<file path="src/rtl/coin_credit_pkg.sv">
package coin_credit_pkg;

  localparam int CREDIT_W = 3;

  typedef enum logic [CREDIT_W-1:0] {
    CR_00 = 3'd0,
    CR_10 = 3'd1,
    CR_20 = 3'd2,
    CR_25 = 3'd3,
    CR_30 = 3'd4,
    CR_35 = 3'd5
  } credit_e;

  typedef struct packed {
    logic clr;
    logic addDime;
    logic addQuarter;
  } coinStrobe_t;

endpackage

</file>
<file path="src/rtl/coin_credit_ctrl.sv">
module coin_credit_ctrl
  import coin_credit_pkg::*;
(
  input  logic        clearReq,
  input  logic        dimeIn,
  input  logic        quarterIn,
  output coinStrobe_t strobes
);

  logic anyCoin;

  always_comb begin
    anyCoin            = dimeIn | quarterIn;
    strobes            = '0;
    strobes.clr        = clearReq;
    // A clear beats any coin; a quarter beats a dime in the same cycle.
    strobes.addQuarter = !clearReq && quarterIn;
    strobes.addDime    = !clearReq && anyCoin && !quarterIn;
  end

endmodule

</file>
<file path="src/rtl/coin_credit_path.sv">
module coin_credit_path
  import coin_credit_pkg::*;
(
  input  logic        clk,
  input  coinStrobe_t strobes,
  output credit_e     creditQ,
  output logic        paidQ
);

  credit_e creditNext;

  always_comb begin
    creditNext = creditQ;
    if (strobes.clr) begin
      creditNext = CR_00;
    end else if (strobes.addQuarter) begin
      unique case (creditQ)
        CR_00:   creditNext = CR_25;
        default: creditNext = CR_35;
      endcase
    end else if (strobes.addDime) begin
      unique case (creditQ)
        CR_00:   creditNext = CR_10;
        CR_10:   creditNext = CR_20;
        CR_20:   creditNext = CR_30;
        default: creditNext = CR_35;
      endcase
    end
  end

  always_ff @(posedge clk) begin
    creditQ <= creditNext;
    paidQ   <= (creditNext == CR_35);
  end

  AST_CLEAR_TO_ZERO: assert property (@(posedge clk)
    strobes.clr |=> (creditQ == CR_00) && !paidQ);

  AST_IDLE_HOLDS: assert property (@(posedge clk) disable iff (strobes.clr)
    (!strobes.addDime && !strobes.addQuarter) |=> $stable(creditQ) && $stable(paidQ));

  AST_ZERO_QUARTER: assert property (@(posedge clk) disable iff (strobes.clr)
    (creditQ == CR_00 && strobes.addQuarter) |=> creditQ == CR_25);

  AST_MID_TO_TOP: assert property (@(posedge clk) disable iff (strobes.clr)
    ((creditQ == CR_25 || creditQ == CR_30) && (strobes.addDime || strobes.addQuarter))
      |=> creditQ == CR_35);

  AST_TOP_STICKY: assert property (@(posedge clk) disable iff (strobes.clr)
    (creditQ == CR_35) |=> creditQ == CR_35);

  AST_PAID_MATCH: assert property (@(posedge clk) disable iff (strobes.clr)
    paidQ == (creditQ == CR_35));

  AST_LEGAL_CODE: assert property (@(posedge clk) disable iff (strobes.clr)
    creditQ <= CR_35);

endmodule

</file>
<file path="src/rtl/coin_credit_fsm.sv">
module coin_credit_fsm
  import coin_credit_pkg::*;
(
  input  logic                clk,
  input  logic                clearReq,
  input  logic                dimeIn,
  input  logic                quarterIn,
  output logic [CREDIT_W-1:0] creditCode,
  output logic                paid
);

  coinStrobe_t strobes;
  credit_e     creditQ;

  coin_credit_ctrl u_ctrl (
    .clearReq  (clearReq),
    .dimeIn    (dimeIn),
    .quarterIn (quarterIn),
    .strobes   (strobes)
  );

  coin_credit_path u_path (
    .clk     (clk),
    .strobes (strobes),
    .creditQ (creditQ),
    .paidQ   (paid)
  );

  assign creditCode = creditQ;

  AST_QUARTER_OVER_DIME: assert property (@(posedge clk) disable iff (clearReq)
    (dimeIn && quarterIn && creditCode == 3'd0) |=> creditCode == 3'd3);

endmodule

</file>
<file path="config.mk">
export PLATFORM = sky130hd
export DESIGN_NAME = coin_credit_fsm
export DESIGN_NICKNAME = d
export VERILOG_FILES = /design/src/rtl/coin_credit_pkg.sv /design/src/rtl/coin_credit_ctrl.sv /design/src/rtl/coin_credit_path.sv /design/src/rtl/coin_credit_fsm.sv
export SDC_FILE = /design/constraint.sdc
export NUM_CORES = 1
export LEC_CHECK = 0
export ABC_AREA = 1
export BUFFER_PORTS_ARGS = -buffer_cell sky130_fd_sc_hd__buf_2
export CAP_MARGIN = 40
export CORE_AREA = 2 2 39 41
export CTS_BUF_LIST = sky130_fd_sc_hd__clkbuf_4 sky130_fd_sc_hd__clkbuf_8
export DETAILED_ROUTE_END_ITERATION = 8
export DIE_AREA = 0 0 41 43
export PLACE_DENSITY = 0.37
export SYNTH_ARGS = -nofsm -noshare
export SYNTH_HDL_FRONTEND = slang
export SYNTH_SLANG_ARGS = --single-unit
export TNS_END_PERCENT = 1
</file>
<file path="constraint.sdc">
create_clock -name clk -period 1.2 [get_ports clk]
set_clock_uncertainty 0.05 [all_clocks]
set_input_delay 0.12 -clock clk [delete_from_list [all_inputs] [get_ports clk]]
set_output_delay 0.12 -clock clk [all_outputs]
set_load 0.02 [all_outputs]
</file>
==> results of run 1 <==
[layer usage]
| layer | track usage | vias up | share of wire | wire length, um |
|---|---|---|---|---|
| met5 | 0 | - | 0 | 0 |
| met4 | 0.0400 | 0 | 0 | 0 |
| met3 | 0.0785 | 0 | 0.087 | 39 |
| met2 | 0.0938 | 7 | 0.48 | 218 |
| met1 | 0.0705 | 91 | 0.43 | 192 |
| li1 | - | 121 | - | - |
[placed cells by master (no fill, tap or decap)]
master / netlist / layout
o211ai_1: 1 / 1
nor2_2: 1 / 1
inv_1: 6 / 6
nand3_1: 1 / 1
clkbuf_4: 0 / 3
buf_2: 0 / 7
nand3_2: 2 / 2
inv_2: 1 / 1
nand2_2: 3 / 3
nand2_1: 10 / 10
nor2_1: 4 / 4
a21oi_2: 1 / 1
dfxtp_1: 4 / 4
[cell families (layout without fill, tap and decap cells)]
logic type / Yosys count / in the layout / share of synthesized area
compound gates: 2 / 2 / 0.0722
buf+inv: 7 / 17 / 0.117
flops: 4 / 4 / 0.356
simple gates: 21 / 21 / 0.456
[registers in the layout (all words and copies together), names as in the netlist]
name,count
u_path.creditQ,3
u_path.paidQ,1
[worst reg2reg max path, stage by stage, from the launching register on]
cell	delay, ps
dfxtp_1	380
inv_1	70
nand2_1	60
nor2_1	40
nand2_2	90
nand3_2	90
a21oi_2	110
[power by group]
group | switching, W | internal, W | leakage (nW)
logic | 0.0000668 | 0.0000375 | 0.119
registers | 0.0000137 | 0.000150 | 0.0332
clock network | 0.0000552 | 0.000112 | 0.0138
total | 0.000136 | 0.000299 | 0.166
[worst paths after layout]
path | to | start | slack [ps] | cells past startpoint
worst max-delay path | creditCode[1] | u_path.creditQ[1] | 220 | 1
worst min register to register | u_path.creditQ[1] | u_path.creditQ[2] | 580 | 3
worst max register to register | u_path.paidQ | u_path.creditQ[1] | 230 | 6
worst min-delay path | u_path.creditQ[2] | quarterIn | 170 | 4
[layout make-up]
type / instances / share of cell area
Clock buffer: 3 / 0.0744
Inverter: 7 / 0.0868
Multi-Input combinational cell: 23 / 0.393
Sequential cell: 4 / 0.264
Tap cell: 16 / 0.0661
Timing Repair Buffer: 7 / 0.116
[per-stage QoR]
step	total power (W)	utilization	cells	worst slack [ps]
2_1_floorplan	0.000238	-	34	159
3_3_place_gp	0.000275	0.203	57	220
3_5_place_dp	0.000273	0.203	57	232
4_1_cts	0.000446	0.219	60	198
5_1_grt	0.000473	0.219	60	153
6_report	0.000435	0.219	60	219
==> flow_summary.yaml, run 1 <==
status:
  status: "finished clean"
global_routing:
  grt_use_total: 0.0732
  grt_overflow: 0
  grt_antenna_before_repair: 0
  grt_pass1_vias: 203
  grt_max_degree: 6
  grt_pass1_wl_um: 793
critical_path:
  cp_slowest_cell: "dfxtp_1"
  crit_required_ps: 1030
  timing.critical_path.from_type: "flip-flop"
  critical_path_class: "reg -> out"
  critPathArrivalTime_ps: 810
  slowest_delay_ps: 380
  path_delay_family: "flip-flops"
  worstPathCellList: "buf_2"
  cp.buffers_inverters: 1
  end_kind: "primary output"
  cp_max_fo: 5
synth:
  synth_edf_count: 0
  synth_ff_type: "dfxtp_1"
  syn_inst: 34
  async_flop_share: 0
  synth_seq_cells: 4
  synth-seq-area-share: 0.356
  synth_top_area_share: 0.356
  syn-num-nets: 38
  yosys-top-cells-count: "10 x nand2_1, 6 x inv_1, 4 x dfxtp_1, 4 x nor2_1, 3 x nand2_2"
  synth_area_um2: 225
  synth_warnings: 0
  yosys-top-cells-area: "dfxtp_1 36%, nand2_1 17%, inv_1 10%, nand3_2 8.9%, nand2_2 8.3%"
  postSynthAreaPerCell_um2: 6.62
  yosysTopAreaCell: "dfxtp_1"
  synth_cell_type_count: 11
  yosysMostFrequentCell: "nand2_1"
layout:
  antennaDiodeCount: 0
  register_area_um2: 80.1
  final_design_area_no_fill_um2: 303
  final_nets: 50
  drive_gt1_frac: 0.409
  multi_input_area_um2: 119
  n_fill_cell: 173
  area_growth_pct: 34.4
placed_design:
  hpwlAfterDp_um: 377
  place_area_um2: 280
  gp_congestion: 0.694
  port_buffers: 7
power:
  cellLeakagePower_nw: 0.166
  powerDensity_nw_per_um2: 1440
  peakVddDrop_mv: 0.773
timing:
  slew_headroom: 0.896
  min_period_over_period: 0.817
  fmax_mhz: 1020
  tns_ps: 0
  fin_crit_ps: 981
  drv_slew: 0
  worst_pin_slew_ps: 155
  setup-violations-final: 0
  rsz0062_at_grt: "false"
  finalHoldViolations: 0
  worst_hold_slack_ps: 169
floorplanning:
  core_area_um2: 1380
  start_util: 0.163
  die_x_um: 41
  ios: 8
  die_y_um: 43
  rows: 14
  dieArea_um2: 1760
routing:
  via_count: 219
  via_per_inst: 3.65
  firstDrtPassIters: 3
  dr.first_iter.drc_count: 3
  drc: 0
  routed_wl_um: 450
  antenna_left: 0
  wire_per_inst_um: 7.50
clocking:
  clk_path_buf_depth: 2
  post_cts_buffers: 0
  cts_root_buffer: "clkbuf_4"
  clkTransAtPathRegs_ps: 40
  clk_latency_ps: 240
  postCtsHoldBufs: 0
  cts_tree: "built"
  htree_levels: 1
  numCtsBuffers: 3
  ctsResizeCount: 0
  cts_sinks: 4
run:
  drv_cap: 0
hold_path:
  min_path_type: "in -> reg"
(Power assumes the default switching activity.)
==> inputs of run 2 (changes only) <==
--- a/config.mk
+++ b/config.mk
@@ -12,7 +12,7 @@
 export CTS_BUF_LIST = sky130_fd_sc_hd__clkbuf_4 sky130_fd_sc_hd__clkbuf_8
 export DETAILED_ROUTE_END_ITERATION = 8
 export DIE_AREA = 0 0 41 43
-export PLACE_DENSITY = 0.37
+export PLACE_DENSITY = 0.38
 export SYNTH_ARGS = -nofsm -noshare
 export SYNTH_HDL_FRONTEND = slang
 export SYNTH_SLANG_ARGS = --single-unit
==> constraint.sdc (replaced) <==
create_clock -name clk -period 0.9 [get_ports clk]
set_clock_uncertainty 0.05 [all_clocks]
set_input_delay 0.09 -clock clk [delete_from_list [all_inputs] [get_ports clk]]
set_output_delay 0.09 -clock clk [all_outputs]
set_load 0.02 [all_outputs]
==> run 2 against run 1 <==
- flip-flop and latch count did not move
- sequential power rose by 37%
- utilization rose by 1.4 points
- largest cell class unchanged
- highest routed layer unchanged
- global-route usage fell by 0.80 points
- clock-buffer cell count rose by 1
- worst hold slack got worse by 48 ps
- the flow now finishes with violations (negative setup slack)
- combinational power rose by 42%
==> flow_summary.yaml, run 2 (synthesis results as in run 1) <==
status:
  status: "complete, but fails checks"
  violations: "negative setup slack"
power:
  power_w: 0.000649
  p_seq_frac: 0.344
  pwr-share-clk: 0.428
  peakVddDrop_mv: 0.491
  powerDensity_nw_per_um2: 2020
  switchingPower_w: 0.000194
  p_comb_frac: 0.228
  swShare: 0.299
  p_int_w: 0.000455
  cellLeakagePower_nw: 0.171
global_routing:
  grt_antenna_before_repair: 0
  grt_pass1_wl_um: 724
  grt_pass1_vias: 190
  grt_overflow: 0
  grt_max_degree: 6
  grt_use_total: 0.0652
timing:
  fin_crit_ps: 931
  worst_slack_ps: -30.9
  setup-violations-final: 2
  min_period_over_period: 1.03
  finalHoldViolations: 0
  worst_hold_slack_ps: 121
  fmax_mhz: 1070
  worst_pin_slew_ps: 144
  drv_slew: 0
  rsz0062_at_grt: "true"
  slew_headroom: 0.904
layout:
  reg_top3: "u_path.creditQ (3), u_path.paidQ (1)"
  utilization: 0.232
  largest_reg_flops: 3
  area_growth_pct: 42.8
  mostFrequentLayoutCell: "nand2_1"
  drive_gt1_frac: 0.533
  final_nets: 50
  largest_register: "u_path.creditQ"
  antennaDiodeCount: 0
  final_cell_mix: "10 x nand2_1, 6 x buf_2, 5 x inv_1"
  n_fill_cell: 162
run:
  drv_cap: 0
hold_path:
  holdPathStages: 4
  min_path_type: "in -> reg"
critical_path:
  worstPathCellList: "inv_2, nand2_1, nor2_2, nand2_2, nand3_2, nand2_1"
  cp_max_fo: 5
  cp_slowest_cell: "dfxtp_4"
  critical_path_class: "reg -> reg"
  r2r_slack_ps: -30
  slowest_delay_ps: 350
  timing.critical_path.from_type: "flip-flop"
  cp.buffers_inverters: 1
  cp.depth: 6
  crit_required_ps: 970
  reg2reg_depth: 6
  path_delay_family: "simple AND/OR/NAND/NOR gates"
  cp_common_cell: "nand2_1"
  end_kind: "flip-flop"
  critPathArrivalTime_ps: 1000
floorplanning:
  core_area_um2: 1380
  die_x_um: 41
  die_y_um: 43
  ios: 8
  rows: 14
  dieArea_um2: 1760
  start_util: 0.163
routing:
  via_per_inst: 3.46
  dr.first_iter.drc_count: 0
  via_count: 211
  drc: 0
  routed_wl_um: 483
  wire_per_inst_um: 7.92
  firstDrtPassIters: 1
  antenna_left: 0
clocking:
  cts_tree: "built"
  clkTransAtPathRegs_ps: 40
  cts_sinks: 4
  clk_latency_ps: 240
  numCtsBuffers: 3
  clk_path_buf_depth: 2
  cts_root_buffer: "clkbuf_4"
  htree_levels: 1
placed_design:
  gp_congestion: 0.653
  port_buffers: 7
  hpwlAfterDp_um: 403
## run 2: final cells by class
cell class | count | area [um2] | share of cell area
timing repair buffer | 7 | 37.5 | 0.117
clock buffer | 4 | 30.0 | 0.0934
sequential | 4 | 86.3 | 0.268
multi-input combinational | 23 | 121 | 0.377
inverter | 7 | 26.3 | 0.0817
tap | 16 | 20.0 | 0.0623
## run 2: worst paths after layout
path,start,endpoint
min reg2reg,u_path.creditQ[2],u_path.creditQ[1]
max reg2reg,u_path.creditQ[1],u_path.creditQ[0]
min,quarterIn,u_path.creditQ[2]
max,u_path.creditQ[1],u_path.creditQ[0]
## run 2: metal layers
metal	track usage	wire (um)	up-vias
li1	-	-	124
met2	0.0781	200	5
met5	0	0	-
met4	0.0600	0	0
met1	0.0801	258	82
met3	0.0314	24	0
## run 2: power groups by stage
stage	sequential [W]	combinational (W)	clock, W
global route	0.000227	0.000165	0.000305
floorplan	0.000248	0.0000747	0
CTS	0.000223	0.000144	0.000287
detailed placement	0.000226	0.000144	0
finish	0.000223	0.000148	0.000277
global placement	0.000226	0.000146	0
## run 2: metrics by stage
step	setup TNS (ps)	setup WS (ps)	area, um2	std cells
final	-56.0	-30.9	322	61
after global routing	-228	-88.7	322	61
after CTS	-116	-56.7	317	61
after detailed placement	-104	-54.8	287	57
after global placement	-92.3	-50.2	287	57
after floorplan	-46.4	-23.3	231	34
## run 2: repair_timing
item                                    CTS  global route
gates resized for setup                   0             2
setup buffers                             0             0
cloned                                    0             0
endpoints found under the setup margin    4             6
pin swaps                                 1             0
hold buffers                              0             0
## run 2: worst register-to-register path: cells and delay by family (launching register included)
kind | cells | cell delay, ps
AND/OR/NAND/NOR | 5 | 350
flip-flops | 1 | 350
buffers and inverters | 1 | 50
==> inputs of run 3 (changes only) <==
--- a/config.mk
+++ b/config.mk
@@ -8,10 +8,10 @@
 export ABC_AREA = 1
 export BUFFER_PORTS_ARGS = -buffer_cell sky130_fd_sc_hd__buf_2
 export CAP_MARGIN = 40
-export CORE_AREA = 2 2 39 41
+export CORE_AREA = 8 8 45 47
 export CTS_BUF_LIST = sky130_fd_sc_hd__clkbuf_4 sky130_fd_sc_hd__clkbuf_8
 export DETAILED_ROUTE_END_ITERATION = 8
-export DIE_AREA = 0 0 41 43
+export DIE_AREA = 0 0 53 55
 export PLACE_DENSITY = 0.38
 export SYNTH_ARGS = -nofsm -noshare
 export SYNTH_HDL_FRONTEND = slang
==> run 3 against run 2 <==
- the flow still finishes with violations (negative setup slack)
- utilization rose by 1.3 points
- non-clock buffer count rose by 1
- combinational power grew 11%
- first-iteration DRC count up 6
- design area up 5.4%
- critical path depth shrank 4
- worst hold slack lost 4.4 ps
- flip-flop and latch count stayed put
- routed wire length rose by 4.8%
- register-to-register slack hardly changed
- worst setup slack got worse by 36 ps
- cell count increased by 1.6%
==> flow_summary.yaml, run 3 (synthesis results as in run 1) <==
critical_path:
  crit_required_ps: 760
  end_kind: "primary output"
  path_delay_family: "flip-flops"
  worstPathCellList: "buf_6, buf_6"
  cp_common_cell: "buf_6"
  critPathArrivalTime_ps: 830
  r2r_slack_ps: -30
  cp_max_fo: 4
  rr_startpoint: "u_path.creditQ[1]"
  slowest_delay_ps: 350
  timing.critical_path.from_type: "flip-flop"
  cp_slowest_cell: "dfxtp_4"
  reg2reg_depth: 6
  timing.rr.end: "u_path.creditQ[0]"
  cp.buffers_inverters: 2
  critical_path_class: "reg -> out"
hold_path:
  min_path_type: "in -> reg"
  holdPathStages: 4
  min_from: "quarterIn"
  min_to: "u_path.creditQ[2]"
floorplanning:
  start_util: 0.163
  die_x_um: 53
  die_y_um: 55
  ios: 8
  dieArea_um2: 2920
  rows: 14
  core_area_um2: 1380
timing:
  worst_slack_ps: -66.7
  drv_slew: 0
  fmax_mhz: 1030
  rsz0062_at_grt: "true"
  slew_headroom: 0.901
  finalHoldViolations: 0
  setup-violations-final: 3
  fin_crit_ps: 967
  worst_pin_slew_ps: 148
  min_period_over_period: 1.07
routing:
  via_count: 229
  routed_wl_um: 506
  via_per_inst: 3.69
  wire_per_inst_um: 8.16
  dr.first_iter.drc_count: 6
  firstDrtPassIters: 2
  antenna_left: 0
  drc: 0
placed_design:
  gp_congestion: 0.749
  hpwlAfterDp_um: 428
  dp_cells: 58
  place_area_um2: 294
  port_buffers: 7
clocking:
  numCtsBuffers: 3
  clkTransAtPathRegs_ps: 40
  cts_root_buffer: "clkbuf_4"
  clk_latency_ps: 250
  cts_tree: "built"
  clk_path_buf_depth: 2
  post_cts_buffers: 0
  cts_sinks: 4
  htree_levels: 1
layout:
  final_cell_mix: "10 x nand2_1, 5 x inv_1, 4 x nor2_1, 4 x clkbuf_4, 4 x buf_2"
  instances_no_fill: 62
  drive_gt1_frac: 0.522
  reg_top3: "u_path.creditQ (3), u_path.paidQ (1)"
  area_growth_pct: 50.6
  n_fill_cell: 155
  final_nets: 51
  antennaDiodeCount: 0
  mostFrequentLayoutCell: "nand2_1"
  largest_register: "u_path.creditQ"
  largest_reg_flops: 3
  final_design_area_no_fill_um2: 339
status:
  status: "complete, but fails checks"
  violations: "negative setup slack"
global_routing:
  grt_overflow: 0
  grt_antenna_before_repair: 0
  grt_max_degree: 5
  grt_pass1_wl_um: 759
  grt_pass1_vias: 214
  grt_use_total: 0.0388
power:
  peakVddDrop_mv: 0.372
  powerDensity_nw_per_um2: 1980
  cellLeakagePower_nw: 0.179
run:
  drv_cap: 0
[run 3: worst max-delay path by stage]
stage / startpoint / end / depth (start not counted)
5_1_grt: u_path.creditQ[1] / creditCode[1] / 2
3_5_place_dp: u_path.creditQ[1] / u_path.creditQ[0] / 6
4_1_cts: u_path.creditQ[1] / creditCode[1] / 2
2_1_floorplan: u_path.creditQ[1] / u_path.creditQ[0] / 6
3_3_place_gp: u_path.creditQ[1] / u_path.paidQ / 6
6_report: u_path.creditQ[1] / creditCode[1] / 2
[run 3: tightest hold or removal path, stage by stage]
cell	delay, ps
buf_2	90
nor2_2	50
nand2_1	70
nand2_2	60
[run 3: area by class of cell]
| type | count | area (um2) | area share |
|---|---|---|---|
| well taps | 16 | 20.0 | 0.0590 |
| clock buffers | 4 | 30.0 | 0.0886 |
| repair buffers | 8 | 57.6 | 0.170 |
| inverters | 7 | 26.3 | 0.0775 |
| flip-flops and latches | 4 | 86.3 | 0.255 |
| multi-input cells | 23 | 119 | 0.351 |
[run 3: power breakdown]
group / switching, W / total, W / internal [W]
clock: 0.0000846 / 0.000282 / 0.000197
combinational: 0.0000936 / 0.000165 / 0.0000716
sequential: 0.0000201 / 0.000223 / 0.000203
[run 3: through the flow]
step	hold slack [ps]	setup WS (ps)	setup TNS (ps)	utilization	total power (W)
finish	116	-66.7	-130	0.245	0.000670
CTS	110	-79.9	-151	0.245	0.000686
global route	140	-87.5	-246	0.245	0.000705
global placement	382	-28.9	-56.5	0.212	0.000381
floorplan	234	-23.3	-46.4	-	0.000323
detailed placement	373	-26.3	-51.3	0.212	0.000377
[run 3: routing by layer]
layer | part of all wire | wire (um) | vias to the layer above | track usage
met5 | 0 | 0 | - | 0
met4 | 0.042 | 21 | 0 | 0.0647
met3 | 0.047 | 24 | 2 | 0.0107
met2 | 0.51 | 256 | 6 | 0.0625
met1 | 0.40 | 204 | 97 | 0.0304
li1 | - | - | 124 | -
[run 3: what timing repair did]
| item | CTS | global route |
|---|---|---|
| hold buffers | 0 | 0 |
| setup endpoints to repair | 5 | 3 |
| resized for setup | 5 | 0 |
| pin swaps | 1 | 0 |
